$ cat src/rtl/xbus_pkg.sv
package xbus_pkg;
  localparam int unsigned PHASES_PER_STATE = 2;
  localparam int unsigned STATES_PER_CYCLE = 6;
  localparam int unsigned SLOTS  = PHASES_PER_STATE * STATES_PER_CYCLE;
  localparam int unsigned SLOT_W = $clog2(SLOTS);

  typedef logic [SLOT_W-1:0] slot_t;

  typedef enum logic [1:0] {
    SQ_IDLE,
    SQ_ARMED,
    SQ_FIRST,
    SQ_SECOND
  } seq_t;

  // Slot index of a named state (1..6) and phase (1..2).
  function automatic slot_t slot_of(int unsigned st, int unsigned ph);
    return slot_t'((st - 1) * PHASES_PER_STATE + (ph - 1));
  endfunction

  // Slot that follows s, wrapping at the end of a machine cycle.
  function automatic slot_t slot_after(slot_t s);
    return (s == slot_t'(SLOTS - 1)) ? slot_t'(0) : slot_t'(s + 1'b1);
  endfunction

  localparam slot_t SL_S1P1 = slot_of(1, 1);
  localparam slot_t SL_S3P1 = slot_of(3, 1);
  localparam slot_t SL_S4P1 = slot_of(4, 1);
  localparam slot_t SL_S4P2 = slot_of(4, 2);
  localparam slot_t SL_S5P1 = slot_of(5, 1);
  localparam slot_t SL_S5P2 = slot_of(5, 2);
  localparam slot_t SL_S6P2 = slot_of(6, 2);
endpackage

$ cat src/rtl/xbus_phase_ctr.sv
module xbus_phase_ctr
  import xbus_pkg::*;
(
  input  logic  clk,
  input  logic  rst,
  output slot_t slot,
  output slot_t slot_nxt
);
  assign slot_nxt = slot_after(slot);

  always_ff @(posedge clk) begin
    if (rst) slot <= SL_S1P1;
    else     slot <= slot_nxt;
  end
endmodule

$ cat src/rtl/xbus_seq_ctrl.sv
module xbus_seq_ctrl
  import xbus_pkg::*;
(
  input  logic  clk,
  input  logic  rst,
  input  logic  start,
  input  slot_t slot,
  input  slot_t slot_nxt,
  output logic  accept,
  output logic  ev_load,
  output logic  ev_req_on,
  output logic  ev_ale_on,
  output logic  ev_addr,
  output logic  ev_ale_off,
  output logic  ev_data,
  output logic  ev_strobe,
  output logic  ev_capture,
  output logic  ev_end
);
  seq_t st, st_nxt;
  logic in_first, in_second;

  assign accept = (st == SQ_IDLE) && start;

  always_comb begin
    st_nxt = st;
    unique case (st)
      SQ_IDLE:   if (start) st_nxt = (slot_nxt == SL_S1P1) ? SQ_FIRST : SQ_ARMED;
      SQ_ARMED:  if (slot_nxt == SL_S1P1) st_nxt = SQ_FIRST;
      SQ_FIRST:  if (slot_nxt == SL_S1P1) st_nxt = SQ_SECOND;
      SQ_SECOND: if (slot_nxt == SL_S4P1) st_nxt = SQ_IDLE;
      default:   st_nxt = SQ_IDLE;
    endcase
  end

  always_ff @(posedge clk) begin
    if (rst) st <= SQ_IDLE;
    else     st <= st_nxt;
  end

  // Events fire on the edge that enters the named slot.
  assign in_first   = (st_nxt == SQ_FIRST);
  assign in_second  = (st_nxt == SQ_SECOND);
  assign ev_load    = in_first  && (slot_nxt == SL_S1P1);
  assign ev_req_on  = in_first  && (slot_nxt == SL_S3P1);
  assign ev_ale_on  = in_first  && (slot_nxt == SL_S4P2);
  assign ev_addr    = in_first  && (slot_nxt == SL_S5P1);
  assign ev_ale_off = in_first  && (slot_nxt == SL_S5P2);
  assign ev_data    = in_first  && (slot_nxt == SL_S6P2);
  assign ev_strobe  = in_second && (slot_nxt == SL_S1P1);
  // Capture samples during S3P1 itself; end fires entering S4P1.
  assign ev_capture = (st == SQ_SECOND) && (slot == SL_S3P1);
  assign ev_end     = (st == SQ_SECOND) && (slot_nxt == SL_S4P1);
endmodule

$ cat src/rtl/xbus_port_drv.sv
module xbus_port_drv #(
  parameter int unsigned DATA_W = 8,
  parameter int unsigned ADDR_W = 16,
  localparam int unsigned HI_W  = ADDR_W - DATA_W
) (
  input  logic              clk,
  input  logic              rst,
  input  logic              accept,
  input  logic              dir_wr,
  input  logic              mode_wide,
  input  logic [ADDR_W-1:0] addr,
  input  logic [DATA_W-1:0] wdata,
  input  logic [DATA_W-1:0] lo_in,
  input  logic              ev_load,
  input  logic              ev_req_on,
  input  logic              ev_ale_on,
  input  logic              ev_addr,
  input  logic              ev_ale_off,
  input  logic              ev_data,
  input  logic              ev_strobe,
  input  logic              ev_capture,
  input  logic              ev_end,
  output logic [DATA_W-1:0] lo_out,
  output logic              lo_oe,
  output logic [HI_W-1:0]   hi_out,
  output logic              hi_oe,
  output logic              ale,
  output logic              bus_req,
  output logic              rd_n,
  output logic              rd_oe,
  output logic              wr_n,
  output logic              wr_oe,
  output logic [DATA_W-1:0] rdata,
  output logic              done
);
  logic              op_wr, op_wide;
  logic [ADDR_W-1:0] op_addr;
  logic [DATA_W-1:0] op_wdata;
  logic [DATA_W-1:0] cap;

  // Operands are held from acceptance so the caller may move on.
  always_ff @(posedge clk) begin
    if (rst) begin
      op_wr <= 1'b0; op_wide <= 1'b0; op_addr <= '0; op_wdata <= '0;
    end else if (accept) begin
      op_wr <= dir_wr; op_wide <= mode_wide; op_addr <= addr; op_wdata <= wdata;
    end
  end

  always_ff @(posedge clk) begin
    if (rst) begin
      lo_out <= '0; lo_oe <= 1'b0; hi_out <= '0; hi_oe <= 1'b0;
      ale <= 1'b0; bus_req <= 1'b0;
      rd_n <= 1'b1; rd_oe <= 1'b0; wr_n <= 1'b1; wr_oe <= 1'b0;
      rdata <= '0; cap <= '0; done <= 1'b0;
    end else begin
      done <= 1'b0;
      if (ev_load)    lo_out  <= '1;
      if (ev_req_on)  bus_req <= 1'b1;
      if (ev_ale_on)  ale     <= 1'b1;
      if (ev_ale_off) ale     <= 1'b0;
      if (ev_addr) begin
        lo_out <= op_addr[DATA_W-1:0];
        lo_oe  <= 1'b1;
        hi_oe  <= op_wide;
        if (op_wide) hi_out <= op_addr[ADDR_W-1:DATA_W];
        rd_oe  <= !op_wr;
        wr_oe  <= op_wr;
      end
      if (ev_data && op_wr) lo_out <= op_wdata;
      if (ev_strobe) begin
        if (op_wr) wr_n <= 1'b0;
        else begin
          rd_n  <= 1'b0;
          lo_oe <= 1'b0;
        end
      end
      if (ev_capture && !op_wr) cap <= lo_in;
      if (ev_end) begin
        rd_n <= 1'b1; wr_n <= 1'b1;
        bus_req <= 1'b0;
        lo_oe <= 1'b0; hi_oe <= 1'b0; rd_oe <= 1'b0; wr_oe <= 1'b0;
        done <= 1'b1;
        if (!op_wr) rdata <= cap;
      end
    end
  end
endmodule

$ cat src/rtl/xbus_seq.sv
module xbus_seq
  import xbus_pkg::*;
#(
  parameter int unsigned DATA_W = 8,
  parameter int unsigned ADDR_W = 16,
  localparam int unsigned HI_W  = ADDR_W - DATA_W
) (
  input  logic              clk,
  input  logic              rst,
  input  logic              start,
  input  logic              dir_wr,
  input  logic              mode_wide,
  input  logic [ADDR_W-1:0] addr,
  input  logic [DATA_W-1:0] wdata,
  input  logic [DATA_W-1:0] lo_in,
  output logic [SLOT_W-1:0] phase,
  output logic [DATA_W-1:0] lo_out,
  output logic              lo_oe,
  output logic [HI_W-1:0]   hi_out,
  output logic              hi_oe,
  output logic              ale,
  output logic              bus_req,
  output logic              rd_n,
  output logic              rd_oe,
  output logic              wr_n,
  output logic              wr_oe,
  output logic [DATA_W-1:0] rdata,
  output logic              done
);
  slot_t slot, slot_nxt;
  logic accept, ev_load, ev_req_on, ev_ale_on, ev_addr, ev_ale_off;
  logic ev_data, ev_strobe, ev_capture, ev_end;

  assign phase = slot;

  xbus_phase_ctr u_ctr (.clk(clk), .rst(rst), .slot(slot), .slot_nxt(slot_nxt));

  xbus_seq_ctrl u_ctrl (
    .clk(clk), .rst(rst), .start(start), .slot(slot), .slot_nxt(slot_nxt),
    .accept(accept), .ev_load(ev_load), .ev_req_on(ev_req_on),
    .ev_ale_on(ev_ale_on), .ev_addr(ev_addr), .ev_ale_off(ev_ale_off),
    .ev_data(ev_data), .ev_strobe(ev_strobe), .ev_capture(ev_capture),
    .ev_end(ev_end)
  );

  xbus_port_drv #(.DATA_W(DATA_W), .ADDR_W(ADDR_W)) u_drv (
    .clk(clk), .rst(rst), .accept(accept), .dir_wr(dir_wr),
    .mode_wide(mode_wide), .addr(addr), .wdata(wdata), .lo_in(lo_in),
    .ev_load(ev_load), .ev_req_on(ev_req_on), .ev_ale_on(ev_ale_on),
    .ev_addr(ev_addr), .ev_ale_off(ev_ale_off), .ev_data(ev_data),
    .ev_strobe(ev_strobe), .ev_capture(ev_capture), .ev_end(ev_end),
    .lo_out(lo_out), .lo_oe(lo_oe), .hi_out(hi_out), .hi_oe(hi_oe),
    .ale(ale), .bus_req(bus_req), .rd_n(rd_n), .rd_oe(rd_oe),
    .wr_n(wr_n), .wr_oe(wr_oe), .rdata(rdata), .done(done)
  );
endmodule

$ cat config.mk
export PLATFORM = sky130hd
export DESIGN_NAME = xbus_seq
export DESIGN_NICKNAME = d
export VERILOG_FILES = /design/src/rtl/xbus_pkg.sv /design/src/rtl/xbus_phase_ctr.sv /design/src/rtl/xbus_seq_ctrl.sv /design/src/rtl/xbus_port_drv.sv /design/src/rtl/xbus_seq.sv
export SDC_FILE = /design/constraint.sdc
export NUM_CORES = 1
export LEC_CHECK = 0
export BUFFER_PORTS_ARGS = -buffer_cell sky130_fd_sc_hd__buf_2
export CAP_MARGIN = 20
export CORE_UTILIZATION = 50
export DETAILED_ROUTE_END_ITERATION = 8
export GPL_TIMING_DRIVEN = 0
export PLACE_DENSITY = 0.75
export SKIP_CTS_REPAIR_TIMING = 1
export SYNTH_ARGS = -nofsm -noshare
export SYNTH_HDL_FRONTEND = slang
export SYNTH_SLANG_ARGS = --single-unit
export TNS_END_PERCENT = 30
$ cat constraint.sdc
create_clock -name clk -period 2.75 [get_ports clk]
set_input_delay 0.55 -clock clk [delete_from_list [all_inputs] [get_ports clk]]
set_output_delay 0.55 -clock clk [all_outputs]
set_load 0.01 [all_outputs]
# ---- Word level (Yosys, flattened, before mapping)
# Index checks and enable logic that the tools add are counted.
dict set report classes {
  n_bitwise 1
  n_mux 14
  n_reduce_logical 22
  eq_ne 13
  add_sub_neg 1
}
# operator n
set op_table {}
lappend op_table {{8-bit two-way mux} 3}
lappend op_table {{4-bit by 3-bit == test with 1-bit output (second input constant)} 4}
lappend op_table {{4-bit == test (second input constant)} 4}
lappend op_table {{1-bit logical AND} 12}
lappend op_table {{2-bit two-way mux} 5}
lappend op_table {{2-bit == test (second input constant)} 4}
lappend op_table {{2-bit case mux with 4 select lines} 1}
lappend op_table {{2-bit AND reduction} 4}
lappend op_table {{4-bit by 1-bit adder with 4-bit output (second input constant)} 1}
lappend op_table {{4-bit logical NOT} 1}
lappend op_table {{1-bit two-way mux} 4}
lappend op_table {{4-bit two-way mux} 1}
lappend op_table {{2-bit OR reduction} 2}
lappend op_table {{3-bit nonzero test} 1}
lappend op_table {{2-bit by 1-bit == test with 1-bit output (second input constant)} 1}
lappend op_table {{2-bit logical NOT} 1}
lappend op_table {{1-bit logical NOT} 1}
lappend op_table {{1-bit inverter} 1}
dict set report word_totals {
  inputBits 37
  reg_bits 73
}

# ---- Logic depth before layout (Yosys ltp)
# Gate-level depths: netlist of run 1.
dict set report depth {
  ltp_word 11
  depth_mapped 9
  ltp_nobuf 7
}

# ---- Modules after synthesis
# A second synthesis of run 1 with hierarchy kept.
dict set report unflattened {
  hier_cells 293
  hier_area_um2 2857.7
}
# module n_inst cells_per_inst area_per_inst_um2 seq_area_each_um2
set by_module_without_submodules {}
lappend by_module_without_submodules {xbus_port_drv 1 247 2471.1 1341.3}
lappend by_module_without_submodules {xbus_seq_ctrl 1 28 196.4 40.0}
lappend by_module_without_submodules {xbus_phase_ctr 1 18 190.2 80.1}

# ---- Worst setup path after synthesis of run 1
# Ideal clock, no wire load.
dict set report synth_timing {
  path_kind {register to register}
  from {register u_ctr.slot[0]}
  to {register u_drv.lo_out[7]}
  period_less_slack_ns 2.358
  stages_incl_launch_ff 10
  path_buffers 2
  slack_ns 0.392
  arrival_ns 2.272
  path_cell_list {dfxtp_1 -> ha_1 -> buf_2 -> xor2_1 -> nor2_2 -> o2bb2ai_4 -> mux2i_1 -> or4_1 -> buf_4 -> a221oi_2}
}
dict set report synth_between {
  elab_chain_cells 10
  word_cells_on_any_way 21
  classes_between {add/sub (1); eq/ne (5); mux (9); reduce/logical (6)}
}
# element line
set synth_rtl {}
lappend synth_rtl {{start, declared} xbus_phase_ctr.sv:6} ;# output slot_t slot,
lappend synth_rtl {{start signal, assigned} xbus_phase_ctr.sv:13} ;# else slot <= slot_nxt;
lappend synth_rtl {{4-bit by 1-bit adder with 4-bit output / 4-bit == test (equally long branches)} xbus_pkg.sv:23} ;# return (s == slot_t'(SLOTS - 1)) ? slot_t'(0) : slot_t'(s + 1'b1);
lappend synth_rtl {{4-bit two-way mux *} xbus_pkg.sv:23}
lappend synth_rtl {{4-bit logical NOT} -}
lappend synth_rtl {{2-bit two-way mux (2 in a row)} xbus_seq_ctrl.sv:28} ;# SQ_IDLE: if (start) st_nxt = (slot_nxt == SL_S1P1) ? SQ_FIRST : SQ_ARMED;
lappend synth_rtl {{2-bit case mux with 4 select lines} xbus_seq_ctrl.sv:27} ;# unique case (st)
lappend synth_rtl {{2-bit == test} xbus_seq_ctrl.sv:42} ;# assign in_first = (st_nxt == SQ_FIRST);
lappend synth_rtl {{1-bit logical AND, on equally long branches} {xbus_seq_ctrl.sv:47, xbus_seq_ctrl.sv:49}}
lappend synth_rtl {{8-bit two-way mux / 1-bit logical AND (equally long branches)} {xbus_port_drv.sv:62, xbus_port_drv.sv:70}}
lappend synth_rtl {{8-bit two-way mux / 3-bit nonzero test (equally long branches)} -}
lappend synth_rtl {{end signal, assigned} xbus_port_drv.sv:63} ;# lo_out <= op_addr[DATA_W-1:0];
lappend synth_rtl {{end signal, assigned} xbus_port_drv.sv:70} ;# if (ev_data && op_wr) lo_out <= op_wdata;
lappend synth_rtl {{end, declared} xbus_port_drv.sv:23} ;# output logic [DATA_W-1:0] lo_out,
# Mark *: on every way between the ends. The rest lies on a longest branch, timed or not.
# A chain may end at the register's enable or synchronous reset.

# ---- Worst setup path in the final report of run 1
dict set report layout_timing {
  from {register u_ctr.slot[0]}
  to {register u_drv.lo_out[4]}
}
# The elaborated chain is that of the path after synthesis.

==> impl_metrics.env, run 1 <==
export IMPL_grt_pass1_wl_mm=11.4
export IMPL_syn_area_per_cell_um2=8.97
export IMPL_ys_types=45
export IMPL_grt_overflow_total=0
export IMPL_crit_type="register to register"
export IMPL_rsz0062_at_grt="no"
export IMPL_clk_pin_slew_ns=0.08
export IMPL_cts_made_buffers=9
export IMPL_synth_area_um2=3020
export IMPL_powerDensity_nw_per_um2=593
export IMPL_drv_slew=0
export IMPL_cts_buffer_depth=2
export IMPL_yosysTopAreaCell="dfxtp_1"
export IMPL_worstSkewPairLatency_ns=0.35
export IMPL_place_hpwl_mm=4.86
export IMPL_antennaDiodeCount=0
export IMPL_ys_seq_area_frac=0.483
export IMPL_grt_max_degree=13
export IMPL_cts_tree="built"
export IMPL_switchingPower_mw=0.553
export IMPL_cp_end_kind="register"
export IMPL_path_max_fanout=9
export IMPL_fin_crit_ns=2.54
export IMPL_status="completed"
export IMPL_dieArea_um2=6360
export IMPL_cts_root_buf="clkbuf_8"
export IMPL_start_kind="register"
export IMPL_track_usage=0.240
export IMPL_firstDrtPassIters=4
export IMPL_top_layer="met4"
export IMPL_drtIter0Drc=129
export IMPL_port_buffers=73
export IMPL_met2_length_mm=3.32
export IMPL_synthTopCellsByArea="dfxtp_1 (48%), mux2i_1 (9.3%), nand2_1 (7.7%)"
export IMPL_vdd_ir_drop_max_mv=0.376
export IMPL_drc=0
export IMPL_tns_ns=0
export IMPL_swShare=0.253
export IMPL_start_util=0.533
export IMPL_wl_per_cell_um=14.1
export IMPL_via_per_inst=5.19
export IMPL_grt_pass1_vias=2365
export IMPL_fin_nets=463
export IMPL_synth_nets=379
export IMPL_final_cells=498
export IMPL_routed_via_count=2585
export IMPL_place_gp_congestion=0.852
export IMPL_power_frac_comb=0.090
export IMPL_yosys_warnings=0
export IMPL_seqPwrFrac=0.509
export IMPL_fp_dieW_um=79.8
export IMPL_drt_met1_wl_mm=3.32
export IMPL_syn_to_final_growth_pct=22.0
export IMPL_cp_data_required_time_ns=3.01
export IMPL_routed_wl_mm=7.04
export IMPL_synth_edf_count=0
export IMPL_wl_met3_um=304
export IMPL_synth_ff_type="dfxtp_1"
export IMPL_fin_skew_ns=0.00803
export IMPL_async_flop_share=0
export IMPL_hold_violations=0
export IMPL_relSlewSlack=0.543
export IMPL_min_path_type="input pin to register"
export IMPL_dpl_cell_area_um2=3480
export IMPL_synth_cells=337
export IMPL_ant_nets=0
export IMPL_antenna_found_initial=0
export IMPL_coreArea_um2=5680
export IMPL_pin_count=74
export IMPL_p_clk_frac=0.401
export IMPL_setup_viol=0
export IMPL_period_share=0.923
export IMPL_dp_cells=482
export IMPL_power_internal_mw=1.63
export IMPL_clock_sinks=73
export IMPL_post_route_cell_area_um2=3690
export IMPL_ys_ff_latch=73
export IMPL_worstMarginPinSlew_ns=0.683
export IMPL_die_y_um=79.8
export IMPL_cap_violations=0
export IMPL_rows=27
export IMPL_p_leak_nw=1.72
export IMPL_arrival_ns=2.80
export IMPL_fmax_ghz=0.394
export IMPL_drive_gt1_frac=0.265
export IMPL_synth_top_area_frac=0.483
export IMPL_h_tree_depth=3
## cell usage after synthesis (2+ instances only)
library cell  count
dfxtp_1          73
nand2_1          62
a21oi_1          32
nor2_1           31
mux2i_1          28
clkbuf_1         16
inv_1            13
nand2b_1         12
a221oi_2          7
nor4_1            7
ha_1              5
nand3_1           5
buf_2             4
and2_1            3
nand3b_1          3
nor2b_1           3
o211ai_1          3
a21o_1            2
buf_4             2
## through the flow
step / power (mW) / util / setup slack [ns] / hold WS, ns
final: 2.19 / 0.650 / 0.213 / 0.430
after global routing: 2.27 / 0.650 / 0.0885 / 0.433
after CTS: 2.19 / 0.649 / 0.117 / 0.425
after detailed placement: 1.33 / 0.613 / 0.167 / 0.444
after global placement: 1.33 / 0.613 / 0.255 / 0.432
after floorplan: 1.26 / - / 0.392 / 0.431
## flip-flops by register name (all words and copies together), names as in the netlist, 2 cells and up
register and flops:
u_drv.op_addr 16, u_drv.cap 8, u_drv.hi_out 8, u_drv.lo_out 8, u_drv.op_wdata 8, u_drv.rdata 8, u_ctr.slot 4, u_ctrl.st 2
## path summary, 6_finish.rpt
path,startpoint,slack (ns),cells after the start,to
worst min register to register,u_drv.bus_req$_SDFFE_PP0P_,0.45,2,u_drv.bus_req$_SDFFE_PP0P_
worst max-delay path,u_ctr.slot[0]$_SDFF_PP0_,0.21,9,u_drv.lo_out[4]$_SDFFE_PP0P_
worst min-delay path,addr[9],0.43,3,u_drv.op_addr[9]$_SDFFE_PP0P_
worst max register to register,u_ctr.slot[0]$_SDFF_PP0_,0.21,9,u_drv.lo_out[4]$_SDFFE_PP0P_
## cells by family after synthesis
logic type,count (synthesis),synth area share
AO/OA/AOI/OAI,59,0.147
buffers and inverters,36,0.0488
flip-flops,73,0.483
multiplexers,28,0.0927
XOR/XNOR,1,0.00290
AND/OR/NAND/NOR,135,0.205
adder cells (fa/ha/maj),5,0.0207
## power groups by stage
stage               clock network, mW  registers, mW  logic (mW)
floorplan                           0           1.13       0.123
global placement                    0           1.13       0.191
detailed placement                  0           1.14       0.194
CTS                             0.882           1.11       0.196
global route                    0.931           1.12       0.219
finish                          0.876           1.11       0.197
## cells in the final DEF (no fill, tap or decap), types with 2 or more instances in the layout
cell type,synthesis,routed
nor2_1,31,31
nor2b_1,3,3
nor4_1,7,7
a21oi_1,32,32
dfxtp_2,0,2
buf_4,2,2
clkbuf_1,16,15
mux2i_1,28,28
clkbuf_8,0,11
ha_1,5,5
o211ai_1,3,3
a221oi_2,7,7
nand3_1,5,5
nand2_1,62,62
nand2b_1,12,12
dfxtp_1,73,71
buf_2,4,77
nand3b_1,3,3
a21o_1,2,2
and2_1,3,3
inv_1,13,13
clkinv_2,0,3
## worst max-delay path: stages (launching register included)
cell       delay (ns)
dfxtp_2          0.42
ha_1             0.18
buf_2            0.20
xor2_1           0.24
nor2_2           0.09
o2bb2ai_4        0.15
mux2i_1          0.17
or4_1            0.53
buf_4            0.20
a221oi_2         0.26
## final cells by class
| cell class | instances | area [µm²] |
|---|---|---|
| plain buffers | 22 | 96.3 |
| repair buffers | 73 | 365 |
| clock inverters | 5 | 53.8 |
| well taps | 72 | 90.1 |
| flip-flops and latches | 73 | 1460 |
| inverters | 14 | 52.6 |
| multi-input cells | 228 | 1410 |
| fillers | 507 | 1990 |
| clock buffers | 11 | 151 |
## layer usage
metal	GRT usage	up-vias
li1	-	1305
met1	0.305	1217
met2	0.391	55
met3	0.0491	8
met4	0.107	0
met5	0	-
(Power assumes the default switching activity.)
==> run 2: changes to the inputs <==
- CORE_ASPECT_RATIO: unset -> 1.2
==> impl_metrics.env, run 2 (synthesized netlist as in run 1, its figures left out) <==
export IMPL_cp_depth=9
export IMPL_reg2reg_slack_ns=0.16
export IMPL_place_hpwl_mm=4.95
export IMPL_fp_dieW_um=73.0
export IMPL_start_kind="register"
export IMPL_largest_reg_flops=16
export IMPL_routed_wl_mm=7.02
export IMPL_rr_endpoint="u_drv.lo_out[5]$_SDFFE_PP0P_"
export IMPL_vdd_ir_drop_max_mv=0.407
export IMPL_antenna_found_initial=0
export IMPL_clock_sinks=73
export IMPL_final_cells=508
export IMPL_grt_max_degree=14
export IMPL_status="completed"
export IMPL_fin_nets=465
export IMPL_hold_ws_ns=0.432
export IMPL_fmax_ghz=0.386
export IMPL_worstReg2RegStart="u_ctr.slot[0]$_SDFF_PP0_"
export IMPL_cts_made_buffers=9
export IMPL_start_util=0.526
export IMPL_path_max_fanout=9
export IMPL_regArea_um2=1460
export IMPL_track_usage=0.234
export IMPL_crit_chain="ha_1 -> buf_2 -> xor2_1 -> nor2_2 -> o2bb2ai_4 -> mux2i_1 -> or4_1 -> buf_4 -> a221oi_2"
export IMPL_place_gp_congestion=0.858
export IMPL_grt_pass1_wl_mm=11.3
export IMPL_cts_root_buf="clkbuf_8"
export IMPL_h_tree_depth=3
export IMPL_p_leak_nw=1.73
export IMPL_via_per_inst=5.12
export IMPL_rsz0062_at_grt="no"
export IMPL_rows=30
export IMPL_tns_ns=0
export IMPL_syn_to_final_growth_pct=23.9
export IMPL_critPathMaxStageDelay_ns=0.51
export IMPL_multiInputGateArea_um2=1410
export IMPL_holdPathEnd="u_drv.cap[0]$_SDFFE_PP0P_"
export IMPL_cp_end_kind="register"
export IMPL_hold_depth=3
export IMPL_dieArea_um2=6360
export IMPL_grt_overflow_total=0
export IMPL_pin_count=74
export IMPL_arrival_ns=2.85
export IMPL_cap_violations=0
export IMPL_coreArea_um2=5740
export IMPL_cts_tree="built"
export IMPL_crit_type="register to register"
export IMPL_fillers=538
export IMPL_clk_pin_slew_ns=0.08
export IMPL_fin_skew_ns=0.00693
export IMPL_relSlewSlack=0.609
export IMPL_setup_viol=0
export IMPL_port_buffers=73
export IMPL_worstSkewPairLatency_ns=0.34
export IMPL_wl_per_cell_um=13.8
export IMPL_cp_data_required_time_ns=3.01
export IMPL_cp_top_family="simple AND/OR/NAND/NOR gates"
export IMPL_firstDrtPassIters=4
export IMPL_cts_buffer_depth=2
export IMPL_fin_crit_ns=2.59
export IMPL_ant_nets=0
export IMPL_final_common_cell="buf_2"
export IMPL_max_flop_register="u_drv.op_addr"
export IMPL_total_power_mw=2.31
export IMPL_die_y_um=87.2
export IMPL_drtIter0Drc=149
export IMPL_drc=0
export IMPL_routed_via_count=2603
export IMPL_antennaDiodeCount=0
export IMPL_grt_pass1_vias=2498
export IMPL_final_cell_mix="buf_2 (77), dfxtp_1 (73), nand2_1 (62), a21oi_1 (32), nor2_1 (31)"
export IMPL_powerDensity_nw_per_um2=617
export IMPL_worstMarginPinSlew_ns=0.582
export IMPL_hold_violations=0
export IMPL_drive_gt1_frac=0.262
export IMPL_dp_cells=490
export IMPL_period_share=0.942
export IMPL_holdCritStartpoint="lo_in[0]"
export IMPL_slowest_stage="or4_1"
export IMPL_crit_buf_inv=2
export IMPL_min_path_type="input pin to register"
export IMPL_reg2reg_depth=9
export IMPL_drv_slew=0
==> run 2: layout make-up <==
type,instances,area share
clock buffers,9,0.0331
flip-flops and latches,73,0.390
multi-input cells,228,0.377
well taps,80,0.0267
clock inverters,7,0.0317
repair buffers,75,0.102
plain buffers,22,0.0254
inverters,14,0.0140
==> run 2: per-layer routing <==
layer  share of wire  vias to the layer above  global-route usage
li1                -                     1315                   -
met2            0.51                       63               0.406
met5               0                        -                   0
met4           0.013                        0               0.107
met3           0.052                        8              0.0556
met1            0.43                     1217               0.269
==> run 2: where the power goes <==
group          internal (mW)  switching (mW)
Sequential              1.09          0.0223
Clock                  0.602           0.403
Combinational         0.0756           0.120
Total                   1.77           0.545
==> run 2: stage by stage <==
step	cell area, µm²	setup slack (ns)	utilization
floorplan	3020	0.392	-
global route	3750	0.00845	0.652
CTS	3730	0.128	0.650
global placement	3490	0.222	0.607
detailed placement	3490	0.164	0.607
finish	3750	0.160	0.652
==> run 2: worst max path at each step <==
| stage | start | to | slack [ns] |
|---|---|---|---|
| 4_1_cts | u_ctr.slot[0]$_SDFF_PP0_ | u_drv.lo_out[5]$_SDFFE_PP0P_ | 0.13 |
| 6_report | u_ctr.slot[0]$_SDFF_PP0_ | u_drv.lo_out[5]$_SDFFE_PP0P_ | 0.16 |
| 3_5_place_dp | u_ctr.slot[0]$_SDFF_PP0_ | u_drv.lo_out[5]$_SDFFE_PP0P_ | 0.16 |
| 5_1_grt | u_ctr.slot[0]$_SDFF_PP0_ | u_drv.lo_out[7]$_SDFFE_PP0P_ | 0.008 |
| 3_3_place_gp | u_ctr.slot[0]$_SDFF_PP0_ | u_drv.lo_out[5]$_SDFFE_PP0P_ | 0.22 |
| 2_1_floorplan | u_ctr.slot[0]$_SDFF_PP0_ | u_drv.lo_out[7]$_SDFFE_PP0P_ | 0.39 |
==> run 2: worst reg2reg max path, delay by kind of cell (launching register included) <==
| family | cells | cell delay [ns] |
|---|---|---|
| and+or+nand+nor | 2 | 0.60 |
| DFF | 1 | 0.50 |
| adders and majority gates | 1 | 0.19 |
| xor gates and xnor gates | 1 | 0.27 |
| muxes | 1 | 0.18 |
| buffers and inverters | 2 | 0.39 |
| AOI/OAI and AO/OA | 2 | 0.38 |
